<file path="src/rtl/gmv_pkg.sv">
package gmv_pkg;

  typedef enum logic [1:0] {
    MD_IDLE = 2'd0,
    MD_SHOT = 2'd1,
    MD_ASTB = 2'd2
  } gmv_mode_t;

  // positions of the control pins inside the synchronized vector
  localparam int PIN_N    = 6;
  localparam int PIN_RUNH = 0;
  localparam int PIN_RUNL = 1;
  localparam int PIN_TP   = 2;
  localparam int PIN_TM   = 3;
  localparam int PIN_RT   = 4;
  localparam int PIN_MR   = 5;

  // inactive level of every pin, used as synchronizer reset value
  localparam logic [PIN_N-1:0] PIN_IDLE = 6'b000010;

  // counter width able to hold the larger of two cycle counts
  function automatic int cnt_bits(int a, int b);
    int m;
    m = (a > b) ? a : b;
    return (m < 2) ? 1 : $clog2(m + 1);
  endfunction

  // oscillator tap: high while more than half/2 cycles remain in the half-cycle
  function automatic logic osc_high(int left, int half);
    return left >= (half / 2);
  endfunction

endpackage

</file>
<file path="src/rtl/gmv_sync.sv">
module gmv_sync #(
  parameter int              W      = 1,
  parameter int              STAGES = 2,
  parameter logic [W-1:0]    RSTV   = '0
) (
  input  logic         clk,
  input  logic         rst_n,
  input  logic [W-1:0] d,
  output logic [W-1:0] q
);

  logic [W-1:0] st [STAGES];

  always_ff @(posedge clk or negedge rst_n) begin
    if (!rst_n) begin
      for (int i = 0; i < STAGES; i++) st[i] <= RSTV;
    end else begin
      st[0] <= d;
      for (int i = 1; i < STAGES; i++) st[i] <= st[i-1];
    end
  end

  assign q = st[STAGES-1];

endmodule

</file>
<file path="src/rtl/gmv_events.sv">
module gmv_events
  import gmv_pkg::*;
(
  input  logic             clk,
  input  logic             rst_n,
  input  logic [PIN_N-1:0] s,
  output logic             act,
  output logic             clr,
  output logic             trig,
  output logic             rtrig
);

  logic pv_tp, pv_tm, pv_rt;

  always_ff @(posedge clk or negedge rst_n) begin
    if (!rst_n) begin
      pv_tp <= PIN_IDLE[PIN_TP];
      pv_tm <= PIN_IDLE[PIN_TM];
      pv_rt <= PIN_IDLE[PIN_RT];
    end else begin
      pv_tp <= s[PIN_TP];
      pv_tm <= s[PIN_TM];
      pv_rt <= s[PIN_RT];
    end
  end

  // named edge events
  logic tp_rise, tm_fall, rt_rise, pos_trig, neg_trig;
  assign tp_rise  = s[PIN_TP] & ~pv_tp;
  assign tm_fall  = pv_tm & ~s[PIN_TM];
  assign rt_rise  = s[PIN_RT] & ~pv_rt;
  assign pos_trig = tp_rise & ~s[PIN_TM];
  assign neg_trig = tm_fall & s[PIN_TP];

  assign act   = s[PIN_RUNH] | ~s[PIN_RUNL];
  assign clr   = s[PIN_MR];
  assign trig  = pos_trig | neg_trig;
  assign rtrig = tp_rise & rt_rise;

endmodule

</file>
<file path="src/rtl/gmv_core.sv">
module gmv_core
  import gmv_pkg::*;
#(
  parameter int HALF_A = 50,
  parameter int TM     = 70
) (
  input  logic clk,
  input  logic rst_n,
  input  logic act,
  input  logic clr,
  input  logic trig,
  input  logic rtrig,
  output logic q_st,
  output logic osc_st
);

  localparam int            CW    = cnt_bits(TM, HALF_A);
  localparam logic [CW-1:0] TM_LD = CW'(TM - 1);
  localparam logic [CW-1:0] HA_LD = CW'(HALF_A - 1);

  gmv_mode_t     mode, mode_d;
  logic [CW-1:0] cnt, cnt_d;
  logic          q_r, q_d;

  // named internal events
  logic cnt_zero, ast_start, ast_flip, ast_stop, shot_start, shot_reload, shot_end;
  assign cnt_zero    = (cnt == '0);
  assign ast_start   = ~clr & act & (mode != MD_ASTB);
  assign ast_flip    = ~clr & act & (mode == MD_ASTB) & cnt_zero;
  assign ast_stop    = ~clr & ~act & (mode == MD_ASTB);
  assign shot_start  = ~clr & ~act & (mode == MD_IDLE) & trig;
  assign shot_reload = ~clr & ~act & (mode == MD_SHOT) & rtrig;
  assign shot_end    = ~clr & ~act & (mode == MD_SHOT) & ~rtrig & cnt_zero;

  always_comb begin
    mode_d = mode;
    cnt_d  = cnt;
    q_d    = q_r;
    if (clr) begin
      mode_d = MD_IDLE;
      cnt_d  = '0;
      q_d    = 1'b0;
    end else if (ast_start) begin
      mode_d = MD_ASTB;
      cnt_d  = TM_LD;
      q_d    = 1'b1;
    end else if (ast_flip) begin
      cnt_d = HA_LD;
      q_d   = ~q_r;
    end else if (mode == MD_ASTB && act) begin
      cnt_d = cnt - 1'b1;
    end else if (ast_stop) begin
      mode_d = MD_IDLE;
      cnt_d  = '0;
      q_d    = 1'b0;
    end else if (shot_start || shot_reload) begin
      mode_d = MD_SHOT;
      cnt_d  = TM_LD;
      q_d    = 1'b1;
    end else if (shot_end) begin
      mode_d = MD_IDLE;
      q_d    = 1'b0;
    end else if (mode == MD_SHOT) begin
      cnt_d = cnt - 1'b1;
    end
  end

  always_ff @(posedge clk or negedge rst_n) begin
    if (!rst_n) begin
      mode <= MD_IDLE;
      cnt  <= '0;
      q_r  <= 1'b0;
    end else begin
      mode <= mode_d;
      cnt  <= cnt_d;
      q_r  <= q_d;
    end
  end

  assign q_st   = q_r;
  assign osc_st = (mode == MD_ASTB) && osc_high(32'(cnt), HALF_A);

  // dropping both enables stops the square wave on the next edge
  p_gate_off_r4: assert property (@(posedge clk) disable iff (!rst_n)
    (!act && !clr && mode == MD_ASTB) |=> (!q_r && mode == MD_IDLE));

  // square-wave start opens a TM-long high half-cycle
  p_first_half_r5: assert property (@(posedge clk) disable iff (!rst_n)
    (act && !clr && mode != MD_ASTB) |=> (q_r && mode == MD_ASTB && cnt == TM_LD));

  // an expired half-cycle flips q and reloads the half period
  p_flip_r5: assert property (@(posedge clk) disable iff (!rst_n)
    (act && !clr && mode == MD_ASTB && cnt == '0) |=> (q_r != $past(q_r) && cnt == HA_LD));

  // trigger activity cannot pull the block out of square-wave mode
  p_ast_holds_r11: assert property (@(posedge clk) disable iff (!rst_n)
    (act && !clr && mode == MD_ASTB) |=> (mode == MD_ASTB));

  // a running pulse counts down undisturbed by plain trigger edges
  p_shot_count_r9: assert property (@(posedge clk) disable iff (!rst_n)
    (mode == MD_SHOT && !act && !clr && !rtrig && cnt != '0) |=> (q_r && cnt == $past(cnt) - 1'b1));

  // a retrigger during a pulse restores the full width
  p_retrig_reload_r10: assert property (@(posedge clk) disable iff (!rst_n)
    (mode == MD_SHOT && !act && !clr && rtrig) |=> (q_r && cnt == TM_LD));

  // synchronized master reset empties the timing state
  p_clear_r12: assert property (@(posedge clk) disable iff (!rst_n)
    clr |=> (mode == MD_IDLE && !q_r && cnt == '0));

endmodule

</file>
<file path="src/rtl/gated_multivibrator.sv">
module gated_multivibrator
  import gmv_pkg::*;
#(
  parameter int HALF_A = 50,
  parameter int TM     = 70
) (
  input  logic clk,
  input  logic rst_n,
  input  logic run_hi,
  input  logic run_lo_n,
  input  logic trig_rise,
  input  logic trig_fall,
  input  logic retrig,
  input  logic mreset,
  output logic q,
  output logic q_n,
  output logic osc
);

  logic [PIN_N-1:0] raw, s;
  logic act, clr, trig, rtrig, q_st, osc_st;

  assign raw = {mreset, retrig, trig_fall, trig_rise, run_lo_n, run_hi};

  gmv_sync #(.W(PIN_N), .STAGES(2), .RSTV(PIN_IDLE)) u_sync (
    .clk(clk), .rst_n(rst_n), .d(raw), .q(s)
  );

  gmv_events u_events (
    .clk(clk), .rst_n(rst_n), .s(s),
    .act(act), .clr(clr), .trig(trig), .rtrig(rtrig)
  );

  gmv_core #(.HALF_A(HALF_A), .TM(TM)) u_core (
    .clk(clk), .rst_n(rst_n), .act(act), .clr(clr), .trig(trig), .rtrig(rtrig),
    .q_st(q_st), .osc_st(osc_st)
  );

  // master reset blanks the outputs without waiting for the synchronizer
  assign q   = q_st & ~mreset;
  assign q_n = ~q;
  assign osc = osc_st & ~mreset;

  // once synchronized reset has been seen for a cycle, no output is high
  p_mr_quiet_r12: assert property (@(posedge clk) disable iff (!rst_n)
    clr |=> (!q && !osc));

endmodule

</file>
<file path="config.mk">
export PLATFORM = sky130hd
export DESIGN_NAME = gated_multivibrator
export DESIGN_NICKNAME = d
export VERILOG_FILES = /design/src/rtl/gmv_pkg.sv /design/src/rtl/gmv_sync.sv /design/src/rtl/gmv_events.sv /design/src/rtl/gmv_core.sv /design/src/rtl/gated_multivibrator.sv
export SDC_FILE = /design/constraint.sdc
export NUM_CORES = 1
export LEC_CHECK = 0
export BUFFER_PORTS_ARGS = -buffer_cell sky130_fd_sc_hd__buf_2
export CORE_ASPECT_RATIO = 1.2
export CORE_UTILIZATION = 30
export CTS_BUF_LIST = sky130_fd_sc_hd__clkbuf_8 sky130_fd_sc_hd__clkbuf_16
export CTS_CLUSTER_DIAMETER = 40
export DETAILED_ROUTE_END_ITERATION = 6
export GPL_ROUTABILITY_DRIVEN = 0
export PLACE_DENSITY = 0.48
export SLEW_MARGIN = 20
export SYNTH_ARGS = -nofsm -noshare
export SYNTH_HDL_FRONTEND = slang
export SYNTH_SLANG_ARGS = --single-unit
</file>
<file path="constraint.sdc">
create_clock -name clk -period 2.6 [get_ports clk]
set_input_delay 0.52 -clock clk [delete_from_list [all_inputs] [get_ports clk]]
set_output_delay 0.52 -clock clk [all_outputs]
set_load 0.02 [all_outputs]
</file>
==> results of run 1 <==
sequential cells by signal, summed over array words and instances (netlist names):
register        count
u_core.mode         2
u_sync.st           6
u_events.pv_tm      1
u_sync.q            6
u_core.cnt          7
u_events.pv_rt      1
u_core.q_st         1
u_events.pv_tp      1
cell families (layout without fill, tap and decap cells):
| kind of cell | count (synthesis) | count (layout) | share of synthesized area, % |
|---|---|---|---|
| AOI/OAI and AO/OA | 36 | 36 | 20.9 |
| xor gates and xnor gates | 1 | 1 | 0.713 |
| adders and majority gates | 2 | 2 | 2.04 |
| buffers and inverters | 10 | 20 | 6.21 |
| DFF | 25 | 25 | 51.1 |
| and+or+nand+nor | 40 | 40 | 19.0 |
worst paths after layout:
| check | slack (ns) | to | depth (start not counted) | startpoint |
|---|---|---|---|---|
| max | 0.23 | u_core.cnt[3] | 7 | u_core.cnt[0] |
| min | 0.22 | u_events.pv_rt | 1 | rst_n |
| max reg2reg | 0.23 | u_core.cnt[3] | 7 | u_core.cnt[0] |
| min reg2reg | 0.36 | u_sync.q[5] | 0 | u_sync.st[11] |
| max in group asynchronous | 2.00 | u_core.cnt[6] | 1 | rst_n |
| min in group clk | 0.32 | u_sync.st[7] | 1 | run_lo_n |
stage by stage:
stage / total power, W / util (%) / cell area, um2 / instances
6_report: 0.000907 / 34.1 / 1340 / 178
3_3_place_gp: 0.000658 / 32.8 / 1290 / 174
4_1_cts: 0.000916 / 34.1 / 1340 / 178
5_1_grt: 0.000966 / 34.1 / 1340 / 178
3_5_place_dp: 0.000660 / 32.8 / 1290 / 174
2_1_floorplan: 0.000620 / - / 1230 / 114
layer usage:
layer	GRT usage [%]	routed length (um)	vias up
li1	-	-	435
met1	17.4	1090	467
met2	20.1	1180	24
met3	2.14	87	4
met4	5.81	36	0
met5	0	0	-
cell usage in the layout, fill, tap and decap left out, types with 2 or more instances in the layout:
cell,instances
dfrtp_1,23
nand2_1,11
buf_2,10
nor2_1,8
a21oi_1,7
inv_1,6
o211ai_1,5
o21ai_0,5
a211oi_1,4
nand2b_1,3
nor3_1,3
clkbuf_8,3
or3_1,2
nor2b_1,2
a211o_1,2
a22oi_1,2
o21a_1,2
ha_1,2
dfstp_2,2
final cells by class:
class                           instances  area share (%)
Clock buffer                            3            3.08
Multi-Input combinational cell         79            39.0
Inverter                                6            1.68
Timing Repair Buffer                   10            3.73
Clock inverter                          1           0.652
Sequential cell                        25            46.8
Tap cell                               54            5.03
power by group through the flow:
stage	registers [W]	logic [W]	clock network, W
after CTS	0.000464	0.000188	0.000263
after global routing	0.000473	0.000214	0.000280
final	0.000465	0.000187	0.000255
after floorplan	0.000460	0.000160	0
after global placement	0.000473	0.000186	0
after detailed placement	0.000473	0.000187	0
==> summary.md, run 1 <==
| Metric | Value |
|---|---|
| Part of the power in the clock network | `between 20% and 30%` |
| First-pass iteration count of the detailed router | `4` |
| Cell-by-cell trace of the critical path | `inv_1, ha_1, or4b_4, or3_1, nand3_1, a211oi_1, a211o_1` |
| Width of the die | `60.4 um` |
| Buf+Inv Stages, Crit Path | `1` |
| Cell family with most CP delay | `simple AND/OR/NAND/NOR gates` |
| Sw frac | `31.5%` |
| Number of CTS-inserted buffers | `3` |
| First-pass GRT wire length | `4.22 mm` |
| CP max FO | `8` |
| Initial drt markers | `24` |
| Leakage power total | `0.589 nW` |
| Unrepaired setup endpoints after global routing | `no` |
| Maximum level of the CTS H-tree | `1` |
| IR Drop Worst-Case VDD | `0.199 mV` |
| Synth cell count leaders | `dfrtp_1 (23), nand2_1 (11), nor2_1 (8), a21oi_1 (7), inv_1 (6)` |
| Post-synthesis instance area | `0.00123 mm2` |
| Cts-stage hold buffer count | `0` |
| Layout overhead on the synthesized area | `9.27%` |
| Syn nets | `124` |
| Part of the total power dissipated in combinational logic | `about a fifth` |
| Share of synthesized registers carrying an async set or reset | `100%` |
| WL final | `between 2 and 2.5 mm` |
| Most numerous cell in the Yosys netlist | `dfrtp_1` |
| Max-slew violation count | `0` |
| Critical path startpoint category | `register` |
| Final period util | `91.2%` |
| Most area-consuming cells after synthesis | `dfrtp_1 (47%), dfstp_2 (4.3%), nand2_1 (3.4%)` |
| Bufs on Longest Clock Path | `2` |
| Worst setup slack after layout | `0.229 ns` |
| Antenna violations before repair | `0` |
| Effective utilization at floorplan | `31.2%` |
| Fraction of final layout cells with drive strength greater than 1 | `20.2%` |
| Portion of the post-synthesis area used by sequential elements | `51.1%` |
| Status | `complete, no violations` |
| Count of fill cells added during filler insertion | `424` |
| Post-synthesis area per instance | `10.8 um2` |
| Total overflow reported by the global router | `0` |
| Count of cells resized by post-cts repair | `0` |
| GR Util All Layers | `about 13%` |
| Setup TNS | `0 ns` |
| Count of unresolved DRC violations after routing | `0` |
| Number of vias per cell after detailed routing | `5.22` |
| Worst relative slew slack | `61.9%` |
| Post-detail-place hpwl | `roughly 1.7 mm` |
| Biggest area consumer among synthesized cells | `dfrtp_1` |
| Worst endpoint data arrival time | `2.54 ns` |
| Sequential power share | `51.3%` |
| Multi-input logic area | `roughly 520 um2` |
| Residual antenna-violating net count after detailed routing | `0` |
| Power Density | `675 mW/mm2` |
| Placement row count | `25` |
| Worst min path class | `in -> async` |
| Area enclosed by the die boundary | `0.00436 mm2` |
| Predominant post-synthesis flop cell | `dfrtp_1` |
| Int Pwr | `0.000621 W` |
| Number of top-level pins | `11` |
| Post-synth EDFFs | `0` |
| Cell with the largest stage delay on the worst path | `or4b_4` |
| TritonCTS clock tree | `built` |
| Vias in the first global route | `877` |
| Fmax achieved | `approximately 420 MHz` |
| Skew final | `roughly 0.0086 ns` |
| Type of the setup path with the least slack | `reg -> reg` |
| P_sw | `0.000286 W` |
| Number of nets at the end of the flow | `135` |
| Pin count of the biggest net entering global routing | `26` |
| Register area | `628 um2` |
| Clock latency at the later pin of the worst-skew pair | `0.28 ns` |
| Endpoints failing hold | `0` |
| Post-CTS Repair Setup Buffers | `0` |
| Count of buffers inserted at the top-level ports | `10` |
| Count of state elements after synthesis | `25` |
| Worst slew pin tran | `0.571 ns` |
| Endpoints failing setup | `0` |
| Clock Sink Count | `25` |
| Post-Synthesis Cells | `114` |
| Post-Route Hold Slack | `0.218 ns` |
| Number of maximum-capacitance violations | `0` |
| Data required time at the worst endpoint | `around 2.8 ns` |
| Worst slack, placed | `0.253 ns` |
| Number of different library cells in the post-synthesis netlist | `40` |
| Area share of the leading cell type in the synthesized netlist | `46.8%` |
| Clock input transition at the sequential cells of the worst setup and hold paths | `0.10 ns` |
| Synth warnings | `0` |
| Peak per-stage delay on the critical path | `0.51 ns` |
| Area of the core | `0.00394 mm2` |
| Post-layout minimum cycle time | `2.37 ns` |
| Clock Root Buffer | `clkbuf_8` |
| Total via count in the routed design | `between 900 and 1,000` |
| Capturing element type of the critical path | `register` |
| Antenna fix cells | `0` |
| Post-detailed-route wirelength per cell | `13.5 um` |
| Floorplan die height | `about 70 um` |
Power figures use the tool's default switching activity.
==> run 2, diff against run 1 <==
--- a/config.mk
+++ b/config.mk
@@ -7,8 +7,9 @@
 export LEC_CHECK = 0
 export BUFFER_PORTS_ARGS = -buffer_cell sky130_fd_sc_hd__buf_2
 export CORE_ASPECT_RATIO = 1.2
+export CORE_MARGIN = 2
 export CORE_UTILIZATION = 30
-export CTS_BUF_LIST = sky130_fd_sc_hd__clkbuf_8 sky130_fd_sc_hd__clkbuf_16
+export CTS_BUF_LIST = sky130_fd_sc_hd__clkbuf_8
 export CTS_CLUSTER_DIAMETER = 40
 export DETAILED_ROUTE_END_ITERATION = 6
 export GPL_ROUTABILITY_DRIVEN = 0
@@ -16,4 +17,5 @@
 export SLEW_MARGIN = 20
 export SYNTH_ARGS = -nofsm -noshare
 export SYNTH_HDL_FRONTEND = slang
+export SYNTH_HIERARCHICAL = 1
 export SYNTH_SLANG_ARGS = --single-unit
==> run 2 against run 1 <==
Critical path type is now reg -> out. Power shrank 8.1%. Fmax is 6.0% higher. Critical path depth decreased by 2. Sequential share of layout area increased by 0.22 points. Die area grew 7.4%. Sequential power down 4.5%. Highest routed layer unchanged. Global-route usage fell by 2.1 points. Combinational power is 27% lower.
==> summary.md, run 2 <==
| Metric | Value |
|---|---|
| Status | `complete, no violations` |
| Number of CTS-inserted buffers | `3` |
| Largest family of logic cells by synthesized area | `simple AND/OR/NAND/NOR gates` |
| Synth warnings | `6` |
| CP max FO | `5` |
| Final standard cell area without fillers | `0.00134 mm2` |
| Antenna violations before repair | `0` |
| Basic-gate share of the synthesized area counting and, or, nand and nor cells | `about 22%` |
| Final period util | `86.0%` |
| Data required time at the worst endpoint | `2.08 ns` |
| Total via count in the routed design | `857` |
| IR Drop Worst-Case VDD | `0.181 mV` |
| Clock Root Buffer | `clkbuf_8` |
| Sw frac | `29.3%` |
| Effective utilization at floorplan | `31.3%` |
| Leakage power total | `about 0.58 nW` |
| Count of buffers inserted at the top-level ports | `10` |
| Part of the total power dissipated in combinational logic | `16.3%` |
| Post-layout minimum cycle time | `2.24 ns` |
| Predominant post-synthesis flop cell | `dfrtp_1` |
| Initial drt markers | `40` |
| Part of the power in the clock network | `between 30 and 40%` |
| Number of vias per cell after detailed routing | `4.87` |
| GR Util All Layers | `between 10% and 20%` |
| Flip-flop count of the largest register, all copies and words added | `7` |
| Syn nets | `129` |
| Layout overhead on the synthesized area | `7.44%` |
| Placement row count | `25` |
| Overall power of the completed layout | `around 0.00083 W` |
| Post-Route Hold Slack | `0.204 ns` |
| Worst relative slew slack | `approximately 65%` |
| Biggest area consumer among synthesized cells | `dfrtp_1` |
| Worst endpoint data arrival time | `between 1.5 and 2 ns` |
| WL final | `between 2 and 2.5 mm` |
| Unrepaired setup endpoints after global routing | `no` |
| Capturing element type of the critical path | `output pin` |
| Count of state elements after synthesis | `25` |
| Post-detail-place hpwl | `roughly 1.6 mm` |
| Antenna fix cells | `0` |
| Number of maximum-capacitance violations | `0` |
| Worst slack, placed | `0.433 ns` |
| Residual antenna-violating net count after detailed routing | `0` |
| Width of the die | `62.8 um` |
| Total overflow reported by the global router | `0` |
| Area share of the leading cell type in the synthesized netlist | `46.3%` |
| Most frequent cells in the layout | `dfrtp_1 (23), nand2_1 (12), buf_2 (10), nor2_1 (7), a21oi_1 (6)` |
| Power Density | `624 mW/mm2` |
| Count of cells resized by post-cts repair | `0` |
| Cell-by-cell trace of the critical path | `or3_1, o211ai_1, a21oi_1, nor2b_1, buf_2` |
| Post-synthesis area per instance | `roughly 10 um2` |
| Worst setup slack after layout | `0.363 ns` |
| Type of the setup path with the least slack | `reg -> out` |
| Setup TNS | `0 ns` |
| Count of fill cells added during filler insertion | `397` |
| Worst slew pin tran | `0.530 ns` |
| Post-Synthesis Cells | `119` |
| TritonCTS clock tree | `built` |
| Endpoints failing hold | `0` |
| Critical path startpoint category | `register` |
| Area of the core | `0.00397 mm2` |
| Complex-gate fraction of the synthesized area | `15.4%` |
| Pin count of the biggest net entering global routing | `26` |
| Number of different library cells in the post-synthesis netlist | `41` |
| Cts-stage hold buffer count | `0` |
| Int Pwr | `0.000589 W` |
| Skew final | `0.00598 ns` |
| Portion of the post-synthesis area used by sequential elements | `between 50% and 60%` |
| Xor and xnor fraction of the mapped netlist area | `1.41%` |
| Synth cell count leaders | `dfrtp_1 (23), nand2_1 (12), buf_4 (8), nor2_1 (7), a21oi_1 (6)` |
| Max-slew violation count | `0` |
| Fraction of final layout cells with drive strength greater than 1 | `22.1%` |
| Count of unresolved DRC violations after routing | `0` |
| Most numerous cell in the Yosys netlist | `dfrtp_1` |
| Worst min path class | `in -> async` |
| P_sw | `approximately 0.00024 W` |
| Vias in the first global route | `roughly 830` |
| Area share of fa/ha/maj cells after synthesis | `slightly above 2%` |
| Clock input transition at the sequential cells of the worst setup and hold paths | `0.10 ns` |
| Post-detailed-route wirelength per cell | `12.7 um` |
| Endpoints failing setup | `0` |
| Maximum level of the CTS H-tree | `1` |
| Most frequent standard cell in the layout excluding fill and tap cells | `dfrtp_1` |
| Cell area after placement | `0.00129 mm2` |
| Mux contribution to synthesized area | `0.905%` |
| First-pass iteration count of the detailed router | `4` |
| Number of nets at the end of the flow | `133` |
| Fmax achieved | `447 MHz` |
| Area enclosed by the die boundary | `0.00468 mm2` |
| Most area-consuming cells after synthesis | `dfrtp_1 (46%), buf_4 (4.8%), dfstp_2 (4.2%)` |
| Clock Sink Count | `25` |
| Post-synthesis instance area | `0.00124 mm2` |
| Cell with the largest stage delay on the worst path | `or3_1` |
| First-pass GRT wire length | `3.87 mm` |
| Peak per-stage delay on the critical path | `about 0.45 ns` |
| Share of synthesized registers carrying an async set or reset | `100%` |
| Clock latency at the later pin of the worst-skew pair | `roughly 0.28 ns` |
| Floorplan die height | `around 75 um` |
| Register with the most flip-flops | `u_core/cnt` |
| Bufs on Longest Clock Path | `2` |
| Post-synth EDFFs | `0` |
| Sequential power share | `53.2%` |
| Post-CTS Repair Setup Buffers | `0` |
| Number of top-level pins | `11` |
[run 2: cell count changes after synthesis, sizes merged, moves of 2 or more]
cell	delta
nor3b	+2
buf	+5
a22oi	-2
a31o	+2
nor2b	+2
a21oi	-2
inv	-2
clkbuf	+3
o211ai	-3
o31ai	+2
nor3	+2
or2b	-2
a211o	-2
o21ai	+3
[run 2: final cells by class]
cell class | instances | area [um2] | share of cell area, %
flip-flops and latches | 25 | 628 | 47.0
clock inverters | 1 | 8.76 | 0.655
well taps | 54 | 67.6 | 5.06
repair buffers | 11 | 57.6 | 4.31
multi-input cells | 78 | 518 | 38.8
inverters | 4 | 15.0 | 1.12
clock buffers | 3 | 41.3 | 3.09
[run 2: critical path, delay by kind of cell (launching register included)]
family,cells,cell delay [ns]
AO/OA/AOI/OAI,2,0.29
buffers and inverters,1,0.15
flip-flops,1,0.42
AND/OR/NAND/NOR,2,0.58
[run 2: power by group through the flow]
stage	registers (W)	clock network, W	logic [W]
detailed placement	0.000451	0	0.000137
global route	0.000448	0.000278	0.000154
global placement	0.000450	0	0.000135
CTS	0.000444	0.000260	0.000137
finish	0.000444	0.000254	0.000136
floorplan	0.000439	0	0.000115
[run 2: through the flow]
step,util [%],cells
2_1_floorplan,-,119
3_3_place_gp,32.4,172
3_5_place_dp,32.4,172
4_1_cts,33.6,176
5_1_grt,33.6,176
6_report,33.6,176
[run 2: cells by family (layout without fill, tap and decap cells)]
family / after synthesis / after routing
and+or+nand+nor: 44 / 44
DFF: 25 / 25
adders and majority gates: 2 / 2
xor gates and xnor gates: 2 / 2
buffers and inverters: 16 / 19
AOI/OAI and AO/OA: 29 / 29
muxes: 1 / 1
[run 2: metal layers]
layer | GRT usage [%] | part of all wire [%]
met5 | 0 | 0
met4 | 5.93 | 2.0
met3 | 2.27 | 3.5
met2 | 18.4 | 49
met1 | 13.0 | 45
[run 2: worst paths after layout]
kind	slack, ns	cells past startpoint	end	start
max reg2reg	0.41	7	u_core/cnt[6]	u_core/cnt[0]
min reg2reg	0.36	0	u_sync/q[2]	u_sync/st[8]
max	0.36	5	osc	u_core/cnt[0]
max in group asynchronous	2.03	1	u_sync/q[1]	rst_n
min in group clk	0.32	1	u_sync/st[7]	run_lo_n
min	0.20	1	u_sync/q[4]	rst_n
==> run 3, diff against run 2 <==
--- a/config.mk
+++ b/config.mk
@@ -5,7 +5,7 @@
 export SDC_FILE = /design/constraint.sdc
 export NUM_CORES = 1
 export LEC_CHECK = 0
-export BUFFER_PORTS_ARGS = -buffer_cell sky130_fd_sc_hd__buf_2
+export BUFFER_PORTS_ARGS = -buffer_cell sky130_fd_sc_hd__buf_4
 export CORE_ASPECT_RATIO = 1.2
 export CORE_MARGIN = 2
 export CORE_UTILIZATION = 30
==> run 3 against run 2 <==
Die area unchanged. First-iteration DRC count increased by 5.0%. Flip-flop and latch count unchanged. Largest power group unchanged. Critical endpoint unchanged.
==> summary.md, run 3 (synthesized netlist as in run 2, its figures left out) <==
| Metric | Value |
|---|---|
| Worst endpoint data arrival time | `1.73 ns` |
| Power Density | `between 600 and 700 mW/mm2` |
| Placement row count | `25` |
| Number of maximum-capacitance violations | `0` |
| Capturing element type of the critical path | `output pin` |
| Clock input transition at the sequential cells of the worst setup and hold paths | `0.09 ns` |
| Multi-input logic area | `518 um2` |
| IR Drop Worst-Case VDD | `0.225 mV` |
| Maximum level of the CTS H-tree | `1` |
| Total overflow reported by the global router | `0` |
| Post-CTS Repair Setup Buffers | `0` |
| Vias in the first global route | `around 870` |
| Count of cells resized by post-cts repair | `0` |
| Fraction of final layout cells with drive strength greater than 1 | `22.1%` |
| CP max FO | `5` |
| Post-layout minimum cycle time | `2.25 ns` |
| Critical path startpoint category | `register` |
| Type of the setup path with the least slack | `reg -> out` |
| Clock Root Buffer | `clkbuf_8` |
| Peak per-stage delay on the critical path | `0.45 ns` |
| Leakage power total | `0.579 nW` |
| Layout overhead on the synthesized area | `9.36%` |
| Worst min path class | `in -> async` |
| Antenna violations before repair | `0` |
| Post-Route Hold Slack | `0.136 ns` |
| Skew final | `0.00291 ns` |
| Area of the core | `0.00397 mm2` |
| Post-Place Cells | `between 150 and 200` |
| Data required time at the worst endpoint | `between 2 and 2.5 ns` |
| Cell with the largest stage delay on the worst path | `or3_1` |
| Initial drt markers | `42` |
| Flip-flop count of the largest register, all copies and words added | `7` |
| Worst relative slew slack | `67.0%` |
| Bufs on Longest Clock Path | `2` |
| GR Util All Layers | `about 11%` |
| Endpoints failing hold | `0` |
| Non-filler instance count after layout | `176` |
| Cell-by-cell trace of the critical path | `or3_1, o211ai_1, a21oi_1, nor2b_1, buf_4` |
| Number of nets at the end of the flow | `around 130` |
| Final period util | `86.7%` |
| Overall power of the completed layout | `0.000820 W` |
| Max-slew violation count | `0` |
| Number of vias per cell after detailed routing | `just under 5` |
| Residual antenna-violating net count after detailed routing | `0` |
| Most frequent standard cell in the layout excluding fill and tap cells | `dfrtp_1` |
| Clock Sink Count | `25` |
| Floorplan die height | `74.5 um` |
| Count of unresolved DRC violations after routing | `0` |
| First-pass iteration count of the detailed router | `4` |
| Effective utilization at floorplan | `31.3%` |
| Cts-stage hold buffer count | `0` |
| TritonCTS clock tree | `built` |
| Area enclosed by the die boundary | `0.00468 mm2` |
| Antenna fix cells | `0` |
| First-pass GRT wire length | `about 4.1 mm` |
| Worst slew pin tran | `0.495 ns` |
| Width of the die | `62.8 um` |
| Number of top-level pins | `11` |
| Pin count of the biggest net entering global routing | `26` |
| Total via count in the routed design | `864` |
| Most frequent cells in the layout | `dfrtp_1 (23), nand2_1 (12), buf_4 (11), nor2_1 (7), a21oi_1 (6)` |
| Fmax achieved | `roughly 440 MHz` |
| Clock latency at the later pin of the worst-skew pair | `0.27 ns` |
| WL final | `2.34 mm` |
| Register area | `628 um2` |
| Count of buffers inserted at the top-level ports | `10` |
| Status | `complete, no violations` |
| Post-detailed-route wirelength per cell | `approximately 13 um` |
| Unrepaired setup endpoints after global routing | `no` |
| Number of CTS-inserted buffers | `3` |
| Count of fill cells added during filler insertion | `413` |
| Register with the most flip-flops | `u_core/cnt` |
| Setup TNS | `0 ns` |
| Post-detail-place hpwl | `roughly 1.7 mm` |
| Endpoints failing setup | `0` |
[run 3: cell types whose count changed in the layout (fill, tap and decap cells not counted), sizes merged]
cell,before,now
clkinvlp,0,1
inv,5,4
[run 3: final timing paths]
check,start,end,slack (ns),cells after the start
worst max-delay path,u_core/cnt[0],osc,0.35,5
worst min-delay path,rst_n,u_events/pv_tp,0.14,1
worst max register to register,u_core/cnt[0],u_core/cnt[5],0.41,7
worst min register to register,u_sync/st[9],u_sync/q[3],0.35,0
max in group asynchronous,rst_n,u_sync/st[7],2.18,1
min in group clk,run_lo_n,u_sync/st[7],0.35,1
[run 3: per-stage QoR]
stage	setup slack [ns]	utilization, %	cell area, um2
after global placement	0.478	33.0	1310
final	0.345	34.2	1360
after floorplan	0.558	-	1240
after CTS	0.317	34.2	1360
after global routing	0.270	34.2	1360
after detailed placement	0.423	33.0	1310
[run 3: per-layer routing]
metal	part of all wire [%]	global-route usage [%]	wire length [um]	up-vias
met5	0	0	0	-
met1	44	13.2	1020	428
met3	4.1	3.03	95	4
met2	51	20.3	1190	17
met4	1.2	4.44	29	0
li1	-	-	-	415
[run 3: where the power goes]
part           internal [W]  total (W)  switching, W  leakage, nW
Combinational     0.0000653   0.000142     0.0000770        0.254
Clock              0.000108   0.000233      0.000124       0.0217
Sequential         0.000416   0.000445     0.0000290        0.303
[run 3: layout make-up]
type / instances / share of cell area (%)
flip-flops and latches: 25 / 46.2
multi-input cells: 78 / 38.1
repair buffers: 11 / 6.07
well taps: 54 / 4.97
clock buffers: 3 / 3.04
inverters: 4 / 1.10
clock inverters: 1 / 0.552
[run 3: worst max-delay path, delay by kind of cell, from the launching register on]
kind / cells / cell delay (ns)
simple gates: 2 / 0.58
compound gates: 2 / 0.33
buf+inv: 1 / 0.15
flops: 1 / 0.42
